**src/rtl/dds_pkg.sv**
```systemverilog
package dds_pkg;

  // Smallest w with 2^w >= ceil(f_acc / (f_tgt * tol_ppm * 1e-6))
  function automatic int calc_width(longint f_acc, longint f_tgt, longint tol_ppm);
    longint num;
    longint den;
    longint q;
    longint p;
    int w;
    num = f_acc * 64'd1_000_000;
    den = f_tgt * tol_ppm;
    q   = (num + den - 1) / den;
    p   = 1;
    w   = 0;
    while (p < q) begin
      p = p * 2;
      w = w + 1;
    end
    return w;
  endfunction

  // Round-to-nearest of f_tgt * 2^w / f_acc
  function automatic longint calc_step(longint f_acc, longint f_tgt, int w);
    return ((f_tgt << w) + (f_acc / 2)) / f_acc;
  endfunction

endpackage

```
**src/rtl/dds_param_guard.sv**
```systemverilog
module dds_param_guard #(
  parameter longint F_ACC_HZ = 200_000_000,
  parameter longint F_TGT_HZ = 78_000_000,
  parameter longint TOL_PPM  = 100
) ();
  generate
    if (2 * F_TGT_HZ >= F_ACC_HZ) begin : g_bad_ratio
      $error("dds_param_guard: target frequency must be below half the accumulator clock");
    end
    if (TOL_PPM <= 0 || F_TGT_HZ <= 0) begin : g_bad_tol
      $error("dds_param_guard: tolerance and target frequency must be positive");
    end
  endgenerate
endmodule

```
**src/rtl/dds_phase_acc.sv**
```systemverilog
module dds_phase_acc #(
  parameter int            PW  = 15,
  parameter logic [PW-1:0] INC = '0
) (
  input  logic          clk,
  input  logic          rst,
  input  logic          en,
  output logic [PW-1:0] phase_q,
  output logic [PW-1:0] phase_nxt
);

  always_comb begin
    phase_nxt = phase_q + INC;
  end

  always_ff @(posedge clk) begin
    if (rst) begin
      phase_q <= '0;
    end else if (en) begin
      phase_q <= phase_nxt;
    end
  end

  // phase starts from zero after any reset cycle
  p_reset_clear_r1: assert property (@(posedge clk) disable iff (rst)
    $past(rst) |-> (phase_q == '0));

  // an enabled cycle advances by the step, wrapping at the width
  p_step_r2: assert property (@(posedge clk) disable iff (rst)
    (!$past(rst) && $past(en)) |-> (phase_q == PW'($past(phase_q) + INC)));

  // a disabled cycle leaves the phase untouched
  p_hold_r8: assert property (@(posedge clk) disable iff (rst)
    (!$past(rst) && !$past(en)) |-> $stable(phase_q));

endmodule

```
**src/rtl/dds_msb_tap.sv**
```systemverilog
module dds_msb_tap #(
  parameter int PW = 15
) (
  input  logic          clk,
  input  logic          rst,
  input  logic          en,
  input  logic [PW-1:0] phase_nxt,
  output logic          out_q
);

  always_ff @(posedge clk) begin
    if (rst) begin
      out_q <= 1'b0;
    end else if (en) begin
      out_q <= phase_nxt[PW-1];
    end
  end

  // output cannot move on a disabled cycle
  p_no_toggle_idle_r8: assert property (@(posedge clk) disable iff (rst)
    (!$past(rst) && !$past(en)) |-> $stable(out_q));

  // output low right after reset
  p_out_low_r1: assert property (@(posedge clk) disable iff (rst)
    $past(rst) |-> !out_q);

endmodule

```
**src/rtl/dds_synth.sv**
```systemverilog
module dds_synth #(
  parameter longint F_ACC_HZ = 200_000_000,
  parameter longint F_TGT_HZ = 78_000_000,
  parameter longint TOL_PPM  = 100
) (
  input  logic clk,
  input  logic rst,
  input  logic en,
  output logic clk_out
);
  import dds_pkg::*;

  localparam int            PW     = calc_width(F_ACC_HZ, F_TGT_HZ, TOL_PPM);
  localparam longint        STEP_L = calc_step(F_ACC_HZ, F_TGT_HZ, PW);
  localparam logic [PW-1:0] INC    = STEP_L[PW-1:0];

  logic [PW-1:0] phase_q;
  logic [PW-1:0] phase_nxt;

  dds_param_guard #(
    .F_ACC_HZ (F_ACC_HZ),
    .F_TGT_HZ (F_TGT_HZ),
    .TOL_PPM  (TOL_PPM)
  ) guard_i ();

  dds_phase_acc #(
    .PW  (PW),
    .INC (INC)
  ) acc_i (
    .clk       (clk),
    .rst       (rst),
    .en        (en),
    .phase_q   (phase_q),
    .phase_nxt (phase_nxt)
  );

  dds_msb_tap #(
    .PW (PW)
  ) tap_i (
    .clk       (clk),
    .rst       (rst),
    .en        (en),
    .phase_nxt (phase_nxt),
    .out_q     (clk_out)
  );

  // tap register tracks the accumulator MSB
  p_msb_match_r3: assert property (@(posedge clk) disable iff (rst)
    !$past(rst) |-> (clk_out == phase_q[PW-1]));

endmodule

```
**config.mk**
```make
export PLATFORM = sky130hd
export DESIGN_NAME = dds_synth
export DESIGN_NICKNAME = d
export VERILOG_FILES = /design/src/rtl/dds_pkg.sv /design/src/rtl/dds_param_guard.sv /design/src/rtl/dds_phase_acc.sv /design/src/rtl/dds_msb_tap.sv /design/src/rtl/dds_synth.sv
export SDC_FILE = /design/constraint.sdc
export NUM_CORES = 1
export LEC_CHECK = 0
export ABC_AREA = 0
export BUFFER_PORTS_ARGS = -buffer_cell sky130_fd_sc_hd__buf_2
export CAP_MARGIN = 20
export CORE_MARGIN = 2
export CORE_UTILIZATION = 40
export CTS_CLUSTER_SIZE = 12
export DETAILED_ROUTE_END_ITERATION = 8
export GPL_ROUTABILITY_DRIVEN = 1
export SYNTH_ARGS = -nofsm -noshare
export SYNTH_HDL_FRONTEND = slang
export SYNTH_SLANG_ARGS = --single-unit
```
**constraint.sdc**
```tcl
create_clock -name clk -period 1.9 [get_ports clk]
set_clock_uncertainty 0.1 [all_clocks]
set_input_delay 0.095 -clock clk [delete_from_list [all_inputs] [get_ports clk]]
set_output_delay 0.095 -clock clk [all_outputs]
set_load 0.01 [all_outputs]
```
==> impl_metrics.json, run 1 <==
{
  "critical_path_class": "flip-flop to flip-flop",
  "syn_to_final_growth_pct": 8.19,
  "cp_slowest_cell": "dfxtp_1",
  "final_cell_mix": "13 x dfxtp_1, 8 x a21oi_1, 7 x nor2_1",
  "numCtsBuffers": 3,
  "worstMarginPinSlew_ns": 0.479,
  "ys_ff_latch": 13,
  "cp_data_required_time_ns": 1.97,
  "synth_warnings": 0,
  "cts_setup_buffers": 0,
  "rsz0062_at_grt": "false",
  "crit_path_max_incr_delay_ns": 0.39,
  "dr.pass1.iters": 4,
  "placed_cell_area_sq_um": 751,
  "maxSlewHeadroom_pct": 67.8,
  "diodes": 0,
  "dpl.hpwl_microns": 1040,
  "status": "finished clean",
  "crit_chain": "inv_1 -> ha_1 -> nand2b_1 -> a32oi_1 -> mux2_2",
  "worst_setup_path_start_kind": "flip-flop",
  "drtAntennaViolNets": 0,
  "htreeDepth": 1,
  "leakage_nw": 0.292,
  "cts_resized": 0,
  "die_area_sq_um": 2150,
  "initial_core_util_pct": 42.1,
  "critPathLaunch": "acc_i.phase_q[2]",
  "clock.fmax_ghz": 0.605,
  "placementRows": 15,
  "grt_pass1_wl_microns": 2320,
  "finalMaxSlewViolations": 0,
  "reg2reg_from": "acc_i.phase_q[2]",
  "vias": 595,
  "stdcell_area_sq_um": 777,
  "cts.sinks": 13,
  "cts_tree": "yes",
  "min_period_ns": 1.65,
  "gp_congestion": 0.704,
  "final_nets": 92,
  "hp-class": "input port to flip-flop",
  "clk_pin_slew_ns": 0.08,
  "grt_pass1_vias": 522,
  "grt_usage_pct": 15.3,
  "cpLargestDelayFamily": "flip-flops",
  "arrival_ns": 1.72,
  "hold_start": "en",
  "core-area_sq_um": 1710,
  "synthesis.nets": 87,
  "cts_buffer_depth": 2,
  "end_kind": "flip-flop",
  "yosys.cell_types.count": 33,
  "synth_seq_area_share_pct": 36.2,
  "setup_viol": 0,
  "synth_area_leaders": "dfxtp_1 36%, mux2_2 6.3%, a21oi_1 5.6%",
  "layout_commonest_cell": "dfxtp_1",
  "synth.avg_cell_area_sq_um": 8.65,
  "grt.overflow.total": 0,
  "worst-path-max-fanout": 4,
  "die_h_microns": 46.4,
  "yosysTopAreaCell": "dfxtp_1",
  "drtIter0Drc": 16,
  "grt_max_degree": 22,
  "netlist_instances": 83,
  "hold_viol": 0,
  "antenna_found_initial": 0,
  "route.detailed.drc": 0,
  "fin_crit_sh_pct": 87.0,
  "wire_per_inst_microns": 13.0,
  "powerDensity_nw_per_um2": 876,
  "critPathBufInv": 1,
  "drt-total-wl_microns": 1450,
  "finalSetupTns_ns": 0,
  "ir_worst_vdd_mv": 0.372,
  "drv_cap": 0,
  "postCtsHoldBufs": 0,
  "synth.top_cell.area_share_pct": 36.2,
  "netlist_area_sq_um": 718,
  "clock_latency_ns": 0.28,
  "portBuffers": 3,
  "via_per_inst": 5.31,
  "ios": 4,
  "drive_above_1_share_pct": 13.8,
  "cts_root_buf": "clkbuf_4",
  "die_w_microns": 46.4
}
-- worst paths after layout --
path	endpoint	slack [ns]	cells after the start
worst min-delay path	acc_i.phase_q[3]	0.09	2
worst min register to register	acc_i.phase_q[3]	0.42	2
worst max register to register	acc_i.phase_q[12]	0.25	5
worst max-delay path	acc_i.phase_q[12]	0.25	5
-- kinds of logic (layout without fill, tap and decap cells) --
| kind of cell | after synthesis | in the layout | synth area share (%) |
|---|---|---|---|
| AOI/OAI and AO/OA | 21 | 21 | 19.5 |
| xor gates and xnor gates | 1 | 1 | 1.22 |
| muxes | 4 | 4 | 6.27 |
| DFF | 13 | 13 | 36.2 |
| buffers and inverters | 7 | 11 | 4.01 |
| adders and majority gates | 1 | 1 | 1.74 |
| and+or+nand+nor | 36 | 36 | 31.0 |
-- metrics by stage --
step           setup WS, ns  utilization [%]  hold WS, ns  total power, W  std cells
4_1_cts               0.246             45.5       0.0670        0.000688        112
2_1_floorplan         0.375                -        0.283        0.000473         83
5_1_grt               0.183             45.5        0.102        0.000723        112
3_5_place_dp          0.269             44.0        0.371        0.000511        108
6_report              0.248             45.5       0.0851        0.000681        112
3_3_place_gp          0.320             44.0        0.369        0.000505        108
-- worst register-to-register path: stages, from the launching register on --
cell	delay, ns
dfxtp_1	0.39
inv_1	0.06
ha_1	0.22
nand2b_1	0.20
a32oi_1	0.22
mux2_2	0.35
-- cell usage after synthesis --
| cell | n |
|---|---|
| nand3_1 | 6 |
| dfxtp_1 | 13 |
| or3b_1 | 1 |
| a211o_1 | 1 |
| nand4_1 | 1 |
| nor3_1 | 1 |
| a211oi_1 | 1 |
| buf_2 | 2 |
| a21oi_1 | 8 |
| buf_1 | 1 |
| and3_1 | 1 |
| a2111o_1 | 1 |
| xnor2_1 | 1 |
| and2b_1 | 1 |
| mux2_2 | 4 |
| nor4_4 | 1 |
| nor4b_1 | 1 |
| o21ai_0 | 4 |
| nand2b_1 | 4 |
| nand2_1 | 1 |
| o31ai_1 | 1 |
| nor2b_1 | 6 |
| or4b_1 | 1 |
| ha_1 | 1 |
| or3_1 | 3 |
| o32a_2 | 1 |
| o21a_1 | 1 |
| o41ai_1 | 1 |
| inv_1 | 4 |
| nor2_1 | 7 |
| a32oi_1 | 1 |
| a2bb2oi_1 | 1 |
| or4_1 | 1 |
-- power by group --
| group | internal (W) | switching, W | total, W |
|---|---|---|---|
| clock network | 0.0000814 | 0.0000932 | 0.000175 |
| logic | 0.0000777 | 0.0000740 | 0.000152 |
| registers | 0.000309 | 0.0000453 | 0.000354 |
| total | 0.000468 | 0.000213 | 0.000681 |
-- metal layers --
metal  part of all wire [%]  up-vias  track usage [%]
met2                     45       12             23.3
met4                   0.89        0             5.14
met3                    4.7        2             5.88
met1                     49      269             19.6
li1                       -      312                -
met5                      0        -                0
-- registers in the layout, summed over array words and instances, names as in the netlist --
| signal | flops |
|---|---|
| acc_i.phase_q | 12 |
| tap_i.out_q | 1 |
-- final cells by class --
class                   instances  area (sq um)
clock buffers                   4          26.3
fillers                       179           931
inverters                       4          15.0
multi-input cells              63           429
flip-flops and latches         13           260
well taps                      25          31.3
repair buffers                  3          15.0
Note: power is estimated with default switching activity, not from simulation.
==> inputs of run 2 (changes only) <==
--- a/config.mk
+++ b/config.mk
@@ -9,10 +9,12 @@
 export BUFFER_PORTS_ARGS = -buffer_cell sky130_fd_sc_hd__buf_2
 export CAP_MARGIN = 20
 export CORE_MARGIN = 2
-export CORE_UTILIZATION = 40
+export CORE_UTILIZATION = 55
+export CTS_BUF_LIST = sky130_fd_sc_hd__clkbuf_8
 export CTS_CLUSTER_SIZE = 12
 export DETAILED_ROUTE_END_ITERATION = 8
 export GPL_ROUTABILITY_DRIVEN = 1
+export PLACE_DENSITY = 0.76
 export SYNTH_ARGS = -nofsm -noshare
 export SYNTH_HDL_FRONTEND = slang
 export SYNTH_SLANG_ARGS = --single-unit
==> constraint.sdc (replaced) <==
create_clock -name clk -period 1.5 [get_ports clk]
set_clock_uncertainty 0.1 [all_clocks]
set_input_delay 0.075 -clock clk [delete_from_list [all_inputs] [get_ports clk]]
set_output_delay 0.075 -clock clk [all_outputs]
set_load 0.01 [all_outputs]
==> impl_metrics.json, run 2 (synthesis results as in run 1) <==
{
  "status": "finished clean",
  "multi_input_area_sq_um": 462,
  "ios": 4,
  "final_nets": 103,
  "min_period_ns": 1.47,
  "via_per_inst": 5.97,
  "cts_tree": "yes",
  "p_int_w": 0.000722,
  "vias": 675,
  "leakage_nw": 0.372,
  "ff2ff_path_depth": 3,
  "pwr-share-clk_pct": 29.4,
  "grt_max_degree": 21,
  "final_cell_mix": "12 x dfxtp_1, 11 x buf_4, 7 x nor2_1",
  "placed_cell_area_sq_um": 822,
  "critical_path_class": "flip-flop to flip-flop",
  "grt_pass1_wl_microns": 2310,
  "gp_congestion": 0.687,
  "diodes": 0,
  "largest_reg_flops": 12,
  "ir_worst_vdd_mv": 0.813,
  "finalSetupTns_ns": 0,
  "drt-total-wl_microns": 1560,
  "cp_data_required_time_ns": 1.58,
  "comb_power_share_pct": 27.1,
  "postCtsHoldBufs": 0,
  "layout_commonest_cell": "dfxtp_1",
  "critPathCapture": "tap_i.out_q",
  "seq_area_sq_um": 262,
  "dpl.hpwl_microns": 1130,
  "worst-path-max-fanout": 4,
  "antenna_found_initial": 0,
  "r2r_slack_ns": 0.03,
  "seqPwrFrac_pct": 43.4,
  "reg2reg_from": "acc_i.phase_q[13]",
  "initial_core_util_pct": 57.3,
  "hold_viol": 0,
  "arrival_ns": 1.55,
  "grt_pass1_vias": 546,
  "dr.pass1.iters": 4,
  "p_sw_share_pct": 28.4,
  "numCtsBuffers": 3,
  "grt_usage_pct": 22.2,
  "powerDensity_nw_per_um2": 1120,
  "end_kind": "flip-flop",
  "core-area_sq_um": 1250,
  "hp-class": "input port to flip-flop",
  "clk_pin_slew_ns": 0.05,
  "p_switching_w": 0.000286,
  "worstMarginPinSlew_ns": 0.371,
  "die_w_microns": 40.1,
  "maxSlewHeadroom_pct": 74.9,
  "fillers": 98,
  "clock.fmax_ghz": 0.682,
  "stdcell_area_sq_um": 900,
  "cts_root_buf": "clkbuf_8",
  "setup_viol": 0,
  "fin_crit_sh_pct": 97.8,
  "portBuffers": 3,
  "finalMaxSlewViolations": 0,
  "reg2reg_to": "tap_i.out_q",
  "top_register": "acc_i.phase_q",
  "drv_cap": 0,
  "wire_per_inst_microns": 13.8,
  "rsz0062_at_grt": "false",
  "critPathLaunch": "acc_i.phase_q[13]",
  "htreeDepth": 1,
  "clock_latency_ns": 0.24,
  "placementRows": 13,
  "drtIter0Drc": 10,
  "syn_to_final_growth_pct": 25.3,
  "top_regs": "acc_i.phase_q x12, tap_i.out_q x1",
  "drtAntennaViolNets": 0,
  "drive_above_1_share_pct": 30.6,
  "worst_setup_path_start_kind": "flip-flop",
  "cts_buffer_depth": 2,
  "route.detailed.drc": 0,
  "cts.sinks": 13,
  "grt.overflow.total": 0,
  "die_h_microns": 40.1,
  "die_area_sq_um": 1610
}
[run 2: cell types whose count changed in the layout (fill, tap and decap cells not counted), sizes merged]
cell | previous run | this run
buf | 3 | 14
clkbuf | 4 | 3
inv | 4 | 5
[run 2: metal layers]
layer  vias to the layer above  wire length (microns)  global-route usage (%)
met4                         0                      0                    7.76
li1                        335                      -                       -
met5                         -                      0                       0
met2                         8                    802                    35.9
met1                       332                    711                    26.8
met3                         0                     49                    8.33
[run 2: cell type report]
type,count,share of cell area [%]
flip-flops and latches,13,29.1
multi-input cells,63,51.3
clock inverters,1,0.417
inverters,4,1.67
clock buffers,3,4.59
well taps,15,2.09
repair buffers,14,10.8
[run 2: power by group through the flow]
stage	Combinational (W)	Sequential [W]	Clock, W
final	0.000273	0.000438	0.000297
after global routing	0.000299	0.000444	0.000327
after CTS	0.000249	0.000437	0.000308
after detailed placement	0.000246	0.000444	0
after global placement	0.000238	0.000442	0
after floorplan	0.000156	0.000448	0
[run 2: metrics by stage]
stage | power, W | instances | hold slack (ns) | util [%] | setup slack [ns]
floorplan | 0.000604 | 83 | 0.263 | - | 0.0272
global route | 0.00107 | 113 | 0.120 | 71.8 | 0.000308
global placement | 0.000680 | 108 | 0.341 | 65.6 | 0.0360
detailed placement | 0.000690 | 108 | 0.343 | 65.6 | 0.0118
CTS | 0.000994 | 112 | 0.0848 | 69.2 | 0.00128
finish | 0.00101 | 113 | 0.111 | 71.8 | 0.0329
[run 2: worst min path at each step]
stage	from	to	slack (ns)	cells past startpoint
detailed placement	en	acc_i.phase_q[3]	0.34	2
floorplan	en	acc_i.phase_q[3]	0.26	2
global placement	en	acc_i.phase_q[3]	0.34	2
CTS	en	acc_i.phase_q[3]	0.08	2
finish	en	acc_i.phase_q[3]	0.11	2
global route	en	acc_i.phase_q[3]	0.12	2
[run 2: timing repair]
action                                  CTS  global route
gates resized for setup                   0             6
endpoints found under the setup margin    0             7
setup buffers                             0             1
[run 2: critical path, stage by stage (launching register included)]
cell     delay, ns
dfxtp_1       0.33
or4b_4        0.52
or3b_1        0.37
nand4_1       0.09
==> inputs of run 3 (changes only) <==
--- a/config.mk
+++ b/config.mk
@@ -9,12 +9,12 @@
 export BUFFER_PORTS_ARGS = -buffer_cell sky130_fd_sc_hd__buf_2
 export CAP_MARGIN = 20
 export CORE_MARGIN = 2
-export CORE_UTILIZATION = 55
-export CTS_BUF_LIST = sky130_fd_sc_hd__clkbuf_8
+export CORE_UTILIZATION = 51
+export CTS_BUF_LIST = sky130_fd_sc_hd__clkbuf_8 sky130_fd_sc_hd__clkbuf_16
 export CTS_CLUSTER_SIZE = 12
 export DETAILED_ROUTE_END_ITERATION = 8
 export GPL_ROUTABILITY_DRIVEN = 1
-export PLACE_DENSITY = 0.76
+export PLACE_DENSITY = 0.71
 export SYNTH_ARGS = -nofsm -noshare
 export SYNTH_HDL_FRONTEND = slang
 export SYNTH_SLANG_ARGS = --single-unit
==> impl_metrics.json, run 3 (synthesis results as in run 1) <==
{
  "status": "finished clean",
  "antenna_found_initial": 0,
  "cts_tree": "yes",
  "use_met2_pct": 29.1,
  "portBuffers": 3,
  "die_h_microns": 41.5,
  "numCtsBuffers": 3,
  "fillers": 114,
  "final_cell_mix": "12 x dfxtp_1, 10 x buf_4, 8 x a21oi_1",
  "placementRows": 13,
  "end_kind": "flip-flop",
  "diodes": 0,
  "finalSetupTns_ns": 0,
  "top_regs": "acc_i.phase_q x12, tap_i.out_q x1",
  "drv_cap": 0,
  "rsz0062_at_grt": "false",
  "grt_pass1_vias": 565,
  "largest_reg_flops": 12,
  "clk_pin_slew_ns": 0.06,
  "cp_slowest_cell": "or4b_1",
  "worstMarginPinSlew_ns": 0.399,
  "cts_root_buf": "clkbuf_8",
  "met1_usage_pct": 23.8,
  "via_per_inst": 5.78,
  "grt.overflow.total": 0,
  "wire_per_inst_microns": 12.1,
  "powerDensity_nw_per_um2": 1150,
  "finalMaxSlewViolations": 0,
  "drtIter0Drc": 10,
  "hp-class": "input port to flip-flop",
  "arrival_ns": 1.53,
  "dr.pass1.iters": 4,
  "top_register": "acc_i.phase_q",
  "cts_buffer_depth": 2,
  "clock_latency_ns": 0.24,
  "route.detailed.drc": 0,
  "worst_setup_path_start_kind": "flip-flop",
  "grt_max_degree": 21,
  "cts_resized": 0,
  "die_area_sq_um": 1720,
  "final_nets": 102,
  "setup_viol": 0,
  "core-area_sq_um": 1300,
  "postCtsHoldBufs": 0,
  "fin_crit_sh_pct": 96.0,
  "dpl.hpwl_microns": 1000,
  "hold_viol": 0,
  "multi_input_area_sq_um": 439,
  "instances_no_fill": 112,
  "clock.fmax_ghz": 0.694,
  "min_period_ns": 1.44,
  "cp_data_required_time_ns": 1.59,
  "crit_path_max_incr_delay_ns": 0.53,
  "die_w_microns": 41.5,
  "worst-path-max-fanout": 2,
  "vias": 647,
  "ir_worst_vdd_mv": 1.01,
  "ios": 4,
  "initial_core_util_pct": 55.2,
  "final_core_util_pct": 66.9,
  "gp_congestion": 0.770,
  "critical_path_class": "flip-flop to flip-flop",
  "drtAntennaViolNets": 0,
  "drive_above_1_share_pct": 26.8,
  "cts_setup_buffers": 0,
  "cts.sinks": 13,
  "syn_to_final_growth_pct": 21.3,
  "layout_commonest_cell": "dfxtp_1",
  "crit_chain": "or4b_1 -> or3b_1 -> nand4_1",
  "htreeDepth": 1,
  "grt_pass1_wl_microns": 2460,
  "finalPower_w": 0.00100,
  "grt_busiest_layer": "met2",
  "seq_area_sq_um": 262,
  "drt-total-wl_microns": 1360,
  "maxSlewHeadroom_pct": 73.2,
  "leakage_nw": 0.358,
  "met3_usage_pct": 5.22,
  "grt_usage_pct": 18.6,
  "place_inst": 108
}
==> run 3: cell types whose count changed in the layout (fill, tap and decap cells not counted), sizes merged <==
cell and change:
buf -1, inv -1, clkinv +1
==> run 3: worst paths after layout <==
path | from | end | slack, ns | cells after the start
setup reg to reg | acc_i.phase_q[12] | tap_i.out_q | 0.06 | 3
setup / recovery | acc_i.phase_q[12] | tap_i.out_q | 0.06 | 3
hold / removal | en | acc_i.phase_q[3] | 0.09 | 2
hold reg to reg | acc_i.phase_q[2] | acc_i.phase_q[2] | 0.41 | 2
==> run 3: power by group <==
part	leakage (nW)	total (W)	internal [W]	switching, W
Clock	0.0255	0.000316	0.000183	0.000133
Combinational	0.225	0.000248	0.000137	0.000111
Sequential	0.108	0.000436	0.000393	0.0000429
==> run 3: final cells by class <==
type                       count  share of cell area, %
inverter                       4                   1.72
clock buffer                   3                   4.74
tap                           15                   2.16
clock inverter                 1                  0.575
timing repair buffer          13                   10.3
sequential                    13                   30.0
multi-input combinational     63                   50.4
==> run 3: per-stage QoR <==
stage | hold slack [ns] | setup WS (ns) | area [sq um]
floorplan | 0.263 | 0.0272 | 727
global placement | 0.347 | 0.0368 | 822
detailed placement | 0.349 | 0.0166 | 822
CTS | 0.0918 | 0.00716 | 868
global route | 0.113 | 0.00460 | 871
finish | 0.0925 | 0.0595 | 871
==> run 3: critical path: cells and delay by family (launching register included) <==
kind             cells  cell delay, ns
AND/OR/NAND/NOR      3            0.97
flip-flops           1            0.31
==> run 3: per-layer routing <==
layer | wire, microns | part of all wire, % | vias to the layer above
met4 | 25 | 1.8 | 0
met3 | 56 | 4.1 | 4
met2 | 619 | 46 | 17
met1 | 657 | 48 | 292
li1 | - | - | 334
met5 | 0 | 0 | -
